## config.mk

```make
export PLATFORM = sky130hd
export DESIGN_NAME = scsi_host_regs
export DESIGN_NICKNAME = d
export VERILOG_FILES = /design/src/rtl/scsi_rf_pkg.sv /design/src/rtl/scsi_icmd.sv /design/src/rtl/scsi_busstat.sv /design/src/rtl/scsi_host_regs.sv
export SDC_FILE = /design/constraint.sdc
export NUM_CORES = 1
export LEC_CHECK = 0
export ABC_AREA = 1
export BUFFER_PORTS_ARGS = -buffer_cell sky130_fd_sc_hd__buf_2
export CAP_MARGIN = 30
export CORE_MARGIN = 3
export CORE_UTILIZATION = 45
export CTS_CLUSTER_SIZE = 40
export DETAILED_ROUTE_END_ITERATION = 16
export HOLD_SLACK_MARGIN = 0.1
export MAX_ROUTING_LAYER = met4
export PLACE_DENSITY = 0.71
export SLEW_MARGIN = 20
export SYNTH_ARGS = -nofsm -noshare
export SYNTH_HDL_FRONTEND = slang
export SYNTH_SLANG_ARGS = --single-unit
export TNS_END_PERCENT = 50
```

## constraint.sdc

```tcl
create_clock -name clk -period 2.8 [get_ports clk]
set_clock_uncertainty 0.2 [all_clocks]
set_input_delay 0.28 -clock clk [delete_from_list [all_inputs] [get_ports clk]]
set_output_delay 0.28 -clock clk [all_outputs]
set_load 0.02 [all_outputs]
```

## src/rtl/scsi_rf_pkg.sv

```systemverilog
package scsi_rf_pkg;

    localparam int unsigned DW = 8;
    localparam int unsigned NUM_REGS = 8;
    localparam int unsigned AW = $clog2(NUM_REGS);

    typedef enum logic [AW-1:0] {
        RG_DATA   = 3'd0,
        RG_ICMD   = 3'd1,
        RG_MODE   = 3'd2,
        RG_TCMD   = 3'd3,
        RG_BUS    = 3'd4,
        RG_BSTAT  = 3'd5,
        RG_INDATA = 3'd6,
        RG_CLRFLG = 3'd7
    } reg_sel_e;

    // Initiator command byte, msb first
    typedef struct packed {
        logic rst;
        logic aip;
        logic la;
        logic ack;
        logic bsy;
        logic sel;
        logic atn;
        logic dbus;
    } icmd_t;

    typedef struct packed {
        logic msg;
        logic cd;
        logic io;
    } phase_t;

    typedef struct packed {
        logic rst;
        logic bsy;
        logic req;
        logic msg;
        logic cd;
        logic io;
        logic sel;
        logic par;
    } busstat_t;

    typedef struct packed {
        logic rsv;
        logic drq;
        logic perr;
        logic irq;
        logic pmatch;
        logic berr;
        logic atn;
        logic ack;
    } bstat_t;

    function automatic logic phase_eq(phase_t a, phase_t b);
        return a == b;
    endfunction

endpackage

```

## src/rtl/scsi_icmd.sv

```systemverilog
module scsi_icmd
    import scsi_rf_pkg::*;
(
    input  logic          clk,
    input  logic          rst,
    input  logic          wr,
    input  logic [DW-1:0] wdata,
    input  logic          arb_q,
    input  logic          arb_next,
    input  logic          bus_free,
    input  logic          other_sel,
    output icmd_t         state
);

    always_ff @(posedge clk) begin
        if (rst) begin
            state <= '0;
        end else begin
            if (wr) begin
                state.dbus <= wdata[0];
                state.atn  <= wdata[1];
                state.sel  <= wdata[2];
                state.bsy  <= wdata[3];
                state.ack  <= wdata[4];
                state.rst  <= wdata[7];
            end
            if (!arb_next) begin
                state.aip <= 1'b0;
                state.la  <= 1'b0;
            end else begin
                if (arb_q && bus_free && !state.aip)
                    state.aip <= 1'b1;
                if (state.aip && other_sel)
                    state.la <= 1'b1;
            end
        end
    end

    assert_aip_needs_free_R9: assert property (@(posedge clk) disable iff (rst)
        $rose(state.aip) |-> $past(arb_q && bus_free));

    assert_la_after_aip_R10: assert property (@(posedge clk) disable iff (rst)
        $rose(state.la) |-> $past(state.aip && other_sel));

    assert_flags_off_without_arb_R10: assert property (@(posedge clk) disable iff (rst)
        !arb_q |-> !(state.aip || state.la));

endmodule

```

## src/rtl/scsi_busstat.sv

```systemverilog
module scsi_busstat
    import scsi_rf_pkg::*;
(
    input  logic          clk,
    input  logic          rst,
    input  logic [DW-1:0] bus_data_in,
    input  logic          bus_parity_in,
    input  logic          bus_bsy_in,
    input  logic          bus_sel_in,
    input  logic          bus_req_in,
    input  phase_t        bus_phase,
    input  icmd_t         drv,
    input  phase_t        tgt,
    input  logic          dma_req_in,
    input  logic          evt_parity_err,
    input  logic          evt_irq,
    input  logic          evt_busy_err,
    input  logic          clr_flags,
    output busstat_t      bus_o,
    output bstat_t        bst_o,
    output logic [DW-1:0] in_data
);

    logic req_q;
    logic perr_q, irq_q, berr_q;

    always_ff @(posedge clk) begin
        if (rst) begin
            req_q   <= 1'b0;
            in_data <= '0;
        end else begin
            req_q <= bus_req_in;
            if (bus_req_in && !req_q)
                in_data <= bus_data_in;
        end
    end

    // Set beats clear so that an event coinciding with the clearing read survives
    always_ff @(posedge clk) begin
        if (rst) begin
            perr_q <= 1'b0;
            irq_q  <= 1'b0;
            berr_q <= 1'b0;
        end else begin
            if (clr_flags) begin
                perr_q <= 1'b0;
                irq_q  <= 1'b0;
                berr_q <= 1'b0;
            end
            if (evt_parity_err) perr_q <= 1'b1;
            if (evt_irq)        irq_q  <= 1'b1;
            if (evt_busy_err)   berr_q <= 1'b1;
        end
    end

    always_comb begin
        bus_o.rst = drv.rst;
        bus_o.bsy = bus_bsy_in | drv.bsy;
        bus_o.req = bus_req_in;
        bus_o.msg = bus_phase.msg;
        bus_o.cd  = bus_phase.cd;
        bus_o.io  = bus_phase.io;
        bus_o.sel = bus_sel_in | drv.sel;
        bus_o.par = bus_parity_in;

        bst_o.rsv    = 1'b0;
        bst_o.drq    = dma_req_in;
        bst_o.perr   = perr_q;
        bst_o.irq    = irq_q;
        bst_o.pmatch = phase_eq(tgt, bus_phase);
        bst_o.berr   = berr_q;
        bst_o.atn    = drv.atn;
        bst_o.ack    = drv.ack;
    end

    assert_clear_on_read_R7: assert property (@(posedge clk) disable iff (rst)
        (clr_flags && !evt_parity_err && !evt_irq && !evt_busy_err)
        |=> !(perr_q || irq_q || berr_q));

    assert_latch_holds_R6: assert property (@(posedge clk) disable iff (rst)
        (!bus_req_in || req_q) |=> $stable(in_data));

endmodule

```

## src/rtl/scsi_host_regs.sv

```systemverilog
module scsi_host_regs
    import scsi_rf_pkg::*;
(
    input  logic          clk,
    input  logic          rst,
    input  logic [2:0]    host_addr,
    input  logic          host_wr,
    input  logic [7:0]    host_wdata,
    input  logic          host_rd,
    output logic [7:0]    host_rdata,
    output logic          host_rvalid,
    input  logic [7:0]    bus_data_in,
    input  logic          bus_parity_in,
    input  logic          bus_bsy_in,
    input  logic          bus_sel_in,
    input  logic          bus_req_in,
    input  logic          bus_msg_in,
    input  logic          bus_cd_in,
    input  logic          bus_io_in,
    input  logic          dma_req_in,
    input  logic          evt_parity_err,
    input  logic          evt_irq,
    input  logic          evt_busy_err,
    output logic [7:0]    drv_data,
    output logic          drv_data_en,
    output logic          drv_atn,
    output logic          drv_sel,
    output logic          drv_bsy,
    output logic          drv_ack,
    output logic          drv_rst,
    output logic          mode_arbitrate,
    output logic          mode_dma,
    output logic [2:0]    tgt_phase
);

    reg_sel_e sel;
    logic     wr_data, wr_icmd, wr_mode, wr_tcmd, rd_clr;
    logic     arb_q, dma_q, arb_next;
    phase_t   tgt_q, bus_phase;
    logic [DW-1:0] out_q, rd_mux, in_data;
    icmd_t    icmd;
    busstat_t bus_stat;
    bstat_t   bstat;

    assign sel     = reg_sel_e'(host_addr);
    assign wr_data = host_wr && (sel == RG_DATA);
    assign wr_icmd = host_wr && (sel == RG_ICMD);
    assign wr_mode = host_wr && (sel == RG_MODE);
    assign wr_tcmd = host_wr && (sel == RG_TCMD);
    assign rd_clr  = host_rd && (sel == RG_CLRFLG);
    assign arb_next = wr_mode ? host_wdata[0] : arb_q;
    assign bus_phase = '{msg: bus_msg_in, cd: bus_cd_in, io: bus_io_in};

    always_ff @(posedge clk) begin
        if (rst) begin
            out_q <= '0;
            arb_q <= 1'b0;
            dma_q <= 1'b0;
            tgt_q <= '0;
        end else begin
            if (wr_data) out_q <= host_wdata;
            if (wr_mode) begin
                arb_q <= host_wdata[0];
                dma_q <= host_wdata[1];
            end
            if (wr_tcmd) tgt_q <= phase_t'(host_wdata[2:0]);
        end
    end

    scsi_icmd u_icmd (
        .clk       (clk),
        .rst       (rst),
        .wr        (wr_icmd),
        .wdata     (host_wdata),
        .arb_q     (arb_q),
        .arb_next  (arb_next),
        .bus_free  (!bus_bsy_in && !bus_sel_in),
        .other_sel (bus_sel_in),
        .state     (icmd)
    );

    scsi_busstat u_stat (
        .clk            (clk),
        .rst            (rst),
        .bus_data_in    (bus_data_in),
        .bus_parity_in  (bus_parity_in),
        .bus_bsy_in     (bus_bsy_in),
        .bus_sel_in     (bus_sel_in),
        .bus_req_in     (bus_req_in),
        .bus_phase      (bus_phase),
        .drv            (icmd),
        .tgt            (tgt_q),
        .dma_req_in     (dma_req_in),
        .evt_parity_err (evt_parity_err),
        .evt_irq        (evt_irq),
        .evt_busy_err   (evt_busy_err),
        .clr_flags      (rd_clr),
        .bus_o          (bus_stat),
        .bst_o          (bstat),
        .in_data        (in_data)
    );

    always_comb begin
        case (sel)
            RG_DATA:   rd_mux = bus_data_in;
            RG_ICMD:   rd_mux = icmd;
            RG_MODE:   rd_mux = {6'b0, dma_q, arb_q};
            RG_TCMD:   rd_mux = {5'b0, tgt_q};
            RG_BUS:    rd_mux = bus_stat;
            RG_BSTAT:  rd_mux = bstat;
            RG_INDATA: rd_mux = in_data;
            default:   rd_mux = '0;
        endcase
    end

    always_ff @(posedge clk) begin
        if (rst) begin
            host_rdata  <= '0;
            host_rvalid <= 1'b0;
        end else begin
            host_rvalid <= host_rd;
            if (host_rd) host_rdata <= rd_mux;
        end
    end

    assign drv_data       = out_q;
    assign drv_data_en    = icmd.dbus;
    assign drv_atn        = icmd.atn;
    assign drv_sel        = icmd.sel;
    assign drv_bsy        = icmd.bsy;
    assign drv_ack        = icmd.ack;
    assign drv_rst        = icmd.rst;
    assign mode_arbitrate = arb_q;
    assign mode_dma       = dma_q;
    assign tgt_phase      = tgt_q;

    assert_rvalid_follows_rd_R11: assert property (@(posedge clk) disable iff (rst)
        host_rvalid |-> $past(host_rd));

    assert_icmd_write_lands_R1: assert property (@(posedge clk) disable iff (rst)
        wr_icmd |=> (drv_sel == $past(host_wdata[2]) && drv_rst == $past(host_wdata[7])));

endmodule

```

Yosys cells after proc, flatten, opt, wreduce, memory -nomap -nowiden
Cells that the tools add are included.
- register bits after elaboration: 42
- bits of input ports: 34
- output and inout port bits: 28
- word-level logic and storage cells: 57
- eq/ne operators: 8
- multiplexer cells: 6
- bitwise gates (word level): 3
- reduce and logical (&&, ||, !) cells: 19
- operator list (operator ; count):
    case mux 8 bit (7 select lines) ; 1
    equality test 3 bit, second input constant ; 4
    logical AND 1 bit ; 10
    equality test 3 x 2 -> 1 bit, second input constant ; 2
    nonzero test 2 bit ; 3
    2-to-1 mux 1 bit ; 5
    zero test 1 bit ; 4
    equality test 3 x 1 -> 1 bit, second input constant ; 1
    equality test 3 bit ; 1
    zero test 3 bit ; 1
    OR 1 bit ; 2
    OR reduction 2 bit ; 1
    NOT 1 bit ; 1

Depth between registers and ports, before layout
Gate-level depths: netlist of the first run.
- depth in word-level cells: 5
- gate-level depth with buffers: 10
- depth with buffers taken out: 9

By module
A second synthesis of the first run with hierarchy kept.
- cells, all modules: 314
- area total of the unflattened synthesis: 2222.1 µm²
- modules (own cells, without submodules) (module ; instances ; cells each ; area each (µm²) ; sequential area each (µm²)):
    scsi_host_regs ; 1 ; 193 ; 1342.5 ; 440.4
    scsi_busstat ; 1 ; 74 ; 563.0 ; 240.2
    scsi_icmd ; 1 ; 47 ; 316.6 ; 160.2

Least setup slack after synthesis of the first run
Ideal clock, no wire load.
- path type: input-to-reg
- from: input port host_addr[2]
- to: register host_rdata[7]
- library setup time: 0.132 ns
- data arrival time: 0.969 ns
- data required time: 2.468 ns
- setup slack: 1.499 ns
- stages: 8
- buffers on the path: 2
- cells stage by stage: buf_6 inv_2 buf_6 nor3_1 o21ai_0 nand2_1 nand2_1 a21oi_1
- word-level cells in the longest chain between the ends: 2
- elaborated cells between the ends (all ways): 8
- classes of those cells: 6 x eq/ne; 1 x mux; 1 x reduce/logical
- ends and longest elaborated chain (item ; line ; source):
    start, declared ; scsi_host_regs.sv:6 ; input logic [2:0] host_addr,
    equality test 3 bit, or another cell as far along ; scsi_host_regs.sv:104 ; case (sel)
    case mux 8 bit (7 select lines) (*) ; scsi_host_regs.sv:104 ;
    end signal, assigned ; scsi_host_regs.sv:122 ; if (host_rd) host_rdata <= rd_mux;
    end, declared ; scsi_host_regs.sv:10 ; output logic [7:0] host_rdata,
Every way passes the cells marked *; elsewhere a longest branch is shown, timed or not.
A chain may end at the register's enable or synchronous reset.

Final worst setup path of the first run
- from: input port bus_req_in
- to: register u_stat.in_data[4]
- word-level cells in the longest chain between the ends: 1
- ends and longest elaborated chain (item ; line ; source):
    start, declared ; scsi_host_regs.sv:16 ; input logic bus_req_in,
    logical AND 1 bit ; scsi_busstat.sv:33 ; if (bus_req_in && !req_q)
    end signal, assigned ; scsi_busstat.sv:34 ; in_data <= bus_data_in;
    end, declared ; scsi_busstat.sv:21 ; output logic [DW-1:0] in_data
Every way passes these cells.

==> results.toml, run 1 <==
[global_route]
gr-total-overflow = 0
grt_usage_pct = 21.8
antenna_found_initial = 0
grt_pass1_wl_mm = 8.80
grt_max_degree = 27
grt_pass1_vias = 1876

[worst_setup_path]
critPathKind = "in -> reg"
reg2reg_depth = 4
cp-start-kind = "input port"
required_ns = 2.79
critPathMaxFanout = 9
arrival_ns = 1.74
endpoint_kind = "flip-flop"

[sta]
post-route-period-util_pct = 62.5
maxSlewHeadroom_pct = 57.9
rsz0062_at_grt = "no"
hold_viol = 0
slew_viol_final = 0
max_freq_mhz = 571
finalSetupViolCount = 0
worst_pin_slew_ns = 0.631
fin_tns_setup_ns = 0
post-route-min-period_ns = 1.75

[min_path]
hold_depth = 3
hp-class = "in -> reg"

[final_layout]
synthToLayoutAreaGrowth_pct = 25.4
diodes = 0
post-route-util_pct = 60.7
fin_nets = 390
drive_gt1_share_pct = 22.2

[synth]
synth_ff_type = "dfxtp_1"
ys_ff_latch = 42
ys_types = 26
synth_most_common_cell = "nand2_1"
syn-num-nets = 317
synth-edff-count = 0
ys_top_cells_by_count = "47 x nand2_1, 42 x dfxtp_1, 41 x nor2_1"
synth_area_leaders = "dfxtp_1 42%, nand2_1 8.7%, nor2_1 7.6%"
synth_top_area_cell = "dfxtp_1"
syn_avg_cell_area_um2 = 7.14
ys_warn_count = 0
async_reset_ff_share_pct = 0
syn_inst = 283
seq_area_frac_synth_pct = 41.6
synth.top_cell.area_share_pct = 41.6
synth_area_mm2 = 0.00202

[power_and_ir_drop]
p_total_mw = 1.20
ir_worst_vdd_mv = 0.355
cellLeakagePower_nw = 1.21
power.density_mw_per_mm2 = 475

[die]
row_count = 23
ioPinCount = 62
dieArea_mm2 = 0.00533
start_util_pct = 48.5
fp.dieH_um = 73.0
die_w_um = 73.0
core_mm2 = 0.00417

[placed_design]
io_buffer_count = 61
place_congestion = 0.889
dp_hpwl_mm = 3.90

[clock_network]
holdBufCountCts = 19
h-tree-depth = 2
clock_latency_ns = 0.30
postCtsSetupBuffers = 0
cts_tree = "built"
cts_max_path_buffers = 2
cts-root-buf = "clkbuf_8"
cts_made_buffers = 5
clkSlewWorstSetupHoldPaths_ns = 0.07
clock_sinks = 42
cts_resized = 0

[drt]
totalWireLength_mm = 5.40
via_per_inst = 5.08
drc_errors = 0
firstDrtPassIters = 4
drtIter0Drc = 166
vias = 2063
postRouteAntennaNets = 0
wl_per_cell_um = 13.3

[run_status]
outcome = "completed"

[flow_run]
max-cap-violations = 0
## through the flow
step	cell area [µm²]	instances	hold slack (ns)	worst slack, ns
floorplan	2020	283	0.149	1.50
global placement	2270	380	0.230	0.988
detailed placement	2270	380	0.236	0.942
CTS	2530	406	0.104	1.01
global route	2530	406	0.134	0.876
finish	2530	406	0.118	1.05
## cell type report
class | instances | area, µm²
multi-input cells | 196 | 937
flip-flops and latches | 42 | 841
well taps | 50 | 62.6
repair buffers | 80 | 495
clock buffers | 7 | 76.3
fillers | 406 | 1640
inverters | 31 | 123
## critical path, stage by stage
cell,delay [ns]
dlygate4sd3_1,0.52
buf_2,0.11
inv_1,0.04
nor2_1,0.35
inv_1,0.24
nor2_1,0.14
nor2_1,0.05
## path summary, 6_finish.rpt
check	start	end	slack, ns
max	bus_req_in	u_stat.in_data[4]	1.05
min	host_rd	host_rdata[3]	0.12
max reg2reg	u_stat.req_q	u_stat.in_data[4]	1.40
min reg2reg	drv_data[3]	drv_data[3]	0.25
## state kept, by name, summed over array words and instances (netlist names), 3 cells and up
name / count
drv_data: 8
host_rdata: 8
u_icmd.state: 8
u_stat.in_data: 8
tgt_phase: 3
## layer usage
layer	GRT usage [%]	up-vias	wire length, µm	part of all wire (%)
li1	-	1078	-	-
met1	28.9	913	2470	46
met2	32.7	66	2500	46
met3	3.72	6	367	6.8
met4	9.43	0	69	1.3
met5	-	-	0	0
## power by group
group	leakage [nW]	switching, mW	internal [mW]	total, mW
Sequential	0.344	0.0165	0.625	0.642
Combinational	0.832	0.122	0.0757	0.198
Clock	0.0383	0.193	0.172	0.365
Total	1.21	0.332	0.872	1.20
## cells by family (layout without fill, tap and decap cells)
| group | after synthesis | in the layout | synth area share [%] |
|---|---|---|---|
| compound gates | 58 | 58 | 14.4 |
| xor+xnor | 1 | 1 | 0.433 |
| simple gates | 137 | 137 | 31.5 |
| buf+inv | 45 | 118 | 12.1 |
| flops | 42 | 42 | 41.6 |
## layout by cell type, fill, tap and decap left out, types with 2 or more instances in the layout
| cell | count |
|---|---|
| nor3_1 | 2 |
| o21ai_0 | 27 |
| nand3_2 | 2 |
| a21oi_1 | 26 |
| dfxtp_1 | 42 |
| nor2_1 | 41 |
| nor2_4 | 2 |
| clkbuf_8 | 5 |
| dlygate4sd3_1 | 19 |
| inv_2 | 2 |
| nand2_1 | 47 |
| nand2_2 | 3 |
| buf_2 | 61 |
| clkbuf_1 | 2 |
| o21ai_1 | 4 |
| nand4_1 | 21 |
| nand3_1 | 17 |
| inv_1 | 26 |
No activity file was read; power rests on OpenSTA's default activity.
==> inputs of run 2 (changes only) <==
--- a/config.mk
+++ b/config.mk
@@ -5,7 +5,7 @@
 export SDC_FILE = /design/constraint.sdc
 export NUM_CORES = 1
 export LEC_CHECK = 0
-export ABC_AREA = 1
+export ABC_AREA = 0
 export BUFFER_PORTS_ARGS = -buffer_cell sky130_fd_sc_hd__buf_2
 export CAP_MARGIN = 30
 export CORE_MARGIN = 3
@@ -14,7 +14,7 @@
 export DETAILED_ROUTE_END_ITERATION = 16
 export HOLD_SLACK_MARGIN = 0.1
 export MAX_ROUTING_LAYER = met4
-export PLACE_DENSITY = 0.71
+export PLACE_DENSITY = 0.75
 export SLEW_MARGIN = 20
 export SYNTH_ARGS = -nofsm -noshare
 export SYNTH_HDL_FRONTEND = slang
==> constraint.sdc (replaced) <==
create_clock -name clk -period 1.6 [get_ports clk]
set_clock_uncertainty 0.2 [all_clocks]
set_input_delay 0.16 -clock clk [delete_from_list [all_inputs] [get_ports clk]]
set_output_delay 0.16 -clock clk [all_outputs]
set_load 0.02 [all_outputs]
==> run 2 against run 1 <==
Worst hold slack gained 0.0073 ns. Synthesized cell count shrank 25%. Setup slack lost 1.0 ns. Critical path type unchanged. Sequential share of layout area shrank 2.1 points. First-iteration DRC count shrank 2.4%. Clock power grew 94%.
==> results.toml, run 2 <==
[run_status]
outcome = "completed"

[clock_network]
cts_tree = "built"
postCtsSetupBuffers = 0
cts_made_buffers = 5
clock_sinks = 42
clock_latency_ns = 0.29
clkSlewWorstSetupHoldPaths_ns = 0.08
cts_max_path_buffers = 2
cts-root-buf = "clkbuf_8"
h-tree-depth = 2

[final_layout]
multiInputGateArea_mm2 = 0.00101
seqCellArea_um2 = 841
fin_area_mm2 = 0.00271
nFillCells = 340
diodes = 0
fin_nets = 343
drive_gt1_share_pct = 30.0
layout_common_cells = "59 x buf_2, 42 x dfxtp_1, 29 x nor2_1, 27 x dlygate4sd3_1, 25 x mux2i_1"
synthToLayoutAreaGrowth_pct = 39.9
final_common_cell = "buf_2"

[sta]
max_freq_mhz = 644
post-route-min-period_ns = 1.55
finalSetupViolCount = 0
slew_viol_final = 0
worst_pin_slew_ns = 0.391
rsz0062_at_grt = "no"
maxSlewHeadroom_pct = 73.9
fin_tns_setup_ns = 0
hold_viol = 0
post-route-period-util_pct = 97.1

[min_path]
worstHoldStart = "host_wr"
hold_depth = 5
holdPathEnd = "drv_data[6]"
hp-class = "in -> reg"

[synth]
synth_top_area_cell = "dfxtp_1"
syn-num-nets = 247
synth-edff-count = 0
syn_inst = 213
ys_ff_latch = 42
async_reset_ff_share_pct = 0
synth.top_cell.area_share_pct = 43.4
synth_ff_type = "dfxtp_1"
syn_avg_cell_area_um2 = 9.09
ys_types = 40
ys_warn_count = 0
seq_area_frac_synth_pct = 43.4
ys_top_cells_by_count = "42 x dfxtp_1, 29 x nor2_1, 25 x mux2i_1"
synth_most_common_cell = "dfxtp_1"
synth_area_leaders = "dfxtp_1 43%, mux2i_1 13%, nor2_1 5.6%"
synth_area_mm2 = 0.00194

[drt]
postRouteAntennaNets = 0
vias = 1860
via_per_inst = 5.17
wl_per_cell_um = 14.2
totalWireLength_mm = 5.12
drtIter0Drc = 162
firstDrtPassIters = 4
drc_errors = 0

[worst_setup_path]
reg2reg_depth = 4
r2r_slack_ns = 0.20
arrival_ns = 1.54
r2r_end = "host_rdata[2]"
critPathKind = "in -> reg"
required_ns = 1.58
cp-start-kind = "input port"
endpoint_kind = "flip-flop"
r2r-start = "u_icmd.state[2]"
critPathMaxFanout = 13

[die]
start_util_pct = 47.4
ioPinCount = 62
row_count = 23
fp.dieH_um = 71.6
core_mm2 = 0.00409
die_w_um = 71.6
dieArea_mm2 = 0.00513

[placed_design]
place_congestion = 0.907
place_area_mm2 = 0.00234
dp_hpwl_mm = 3.76
io_buffer_count = 61

[power_and_ir_drop]
cellLeakagePower_nw = 1.23
p_total_mw = 2.19
power.density_mw_per_mm2 = 807
ir_worst_vdd_mv = 0.565

[global_route]
grt_usage_pct = 21.4
grt_max_degree = 27
grt_pass1_wl_mm = 8.45
antenna_found_initial = 0
grt_pass1_vias = 1835
gr-total-overflow = 0

[flow_run]
max-cap-violations = 0
==> run 2: kinds of logic (layout without fill, tap and decap cells) <==
family                    count (synthesis)  count (layout)  synth area share, %
xor gates and xnor gates                  4               4                 1.81
DFF                                      42              42                 43.4
muxes                                    29              29                 15.2
and+or+nand+nor                          82              82                 21.4
buffers and inverters                    14             111                 4.65
AOI/OAI and AO/OA                        42              42                 13.4
==> run 2: per-stage QoR <==
step | hold WS, ns | std cells | setup WS [ns] | utilization (%)
final | 0.125 | 360 | 0.0468 | 66.3
after global placement | 0.166 | 325 | 0.127 | 57.2
after detailed placement | 0.173 | 325 | 0.0386 | 57.2
after CTS | 0.115 | 360 | 0.0182 | 66.1
after global routing | 0.112 | 360 | 0.00703 | 66.3
after floorplan | 0.0774 | 213 | 0.237 | -
==> run 2: layout make-up <==
type | count | share of cell area, %
well taps | 50 | 2.31
clock inverters | 2 | 0.462
multi-input cells | 157 | 37.1
repair buffers | 102 | 25.9
flip-flops and latches | 42 | 31.0
clock buffers | 6 | 3.05
inverters | 1 | 0.139
==> run 2: timing repair <==
action,in CTS,in global routing
setup endpoints to repair,0,2
resized for setup,0,3
hold endpoints to repair,37,0
hold buffers,27,0
==> run 2: routing by layer <==
layer  global-route usage (%)  vias to the layer above  share of wire, %  wire [µm]
met5                        -                        -                 0          0
met4                     5.85                        0              0.37         19
met2                     34.1                       63                48       2440
met3                     4.49                        2               6.6        337
met1                     27.6                      862                45       2320
li1                         -                      933                 -          -
==> run 2: how the worst max path moves through the flow <==
stage,start,endpoint,slack [ns],cells after the start
6_report,host_addr[2],u_stat.perr_q,0.05,6
5_1_grt,host_addr[0],u_stat.perr_q,0.007,6
4_1_cts,host_addr[2],u_stat.perr_q,0.02,6
3_5_place_dp,host_addr[1],host_rdata[1],0.04,5
3_3_place_gp,host_addr[1],host_rdata[1],0.13,5
2_1_floorplan,u_icmd.state[2],host_rdata[2],0.24,4
==> run 2: worst max-delay path: stages <==
cell	delay, ns
clkbuf_4	0.20
buf_4	0.18
nand4_1	0.20
a21oi_1	0.19
nor2_1	0.05
dlygate4sd3_1	0.55
==> run 2: where the power goes <==
part	total, mW	internal, mW	switching [mW]
logic	0.372	0.186	0.186
clock network	0.709	0.347	0.362
registers	1.11	1.08	0.0216
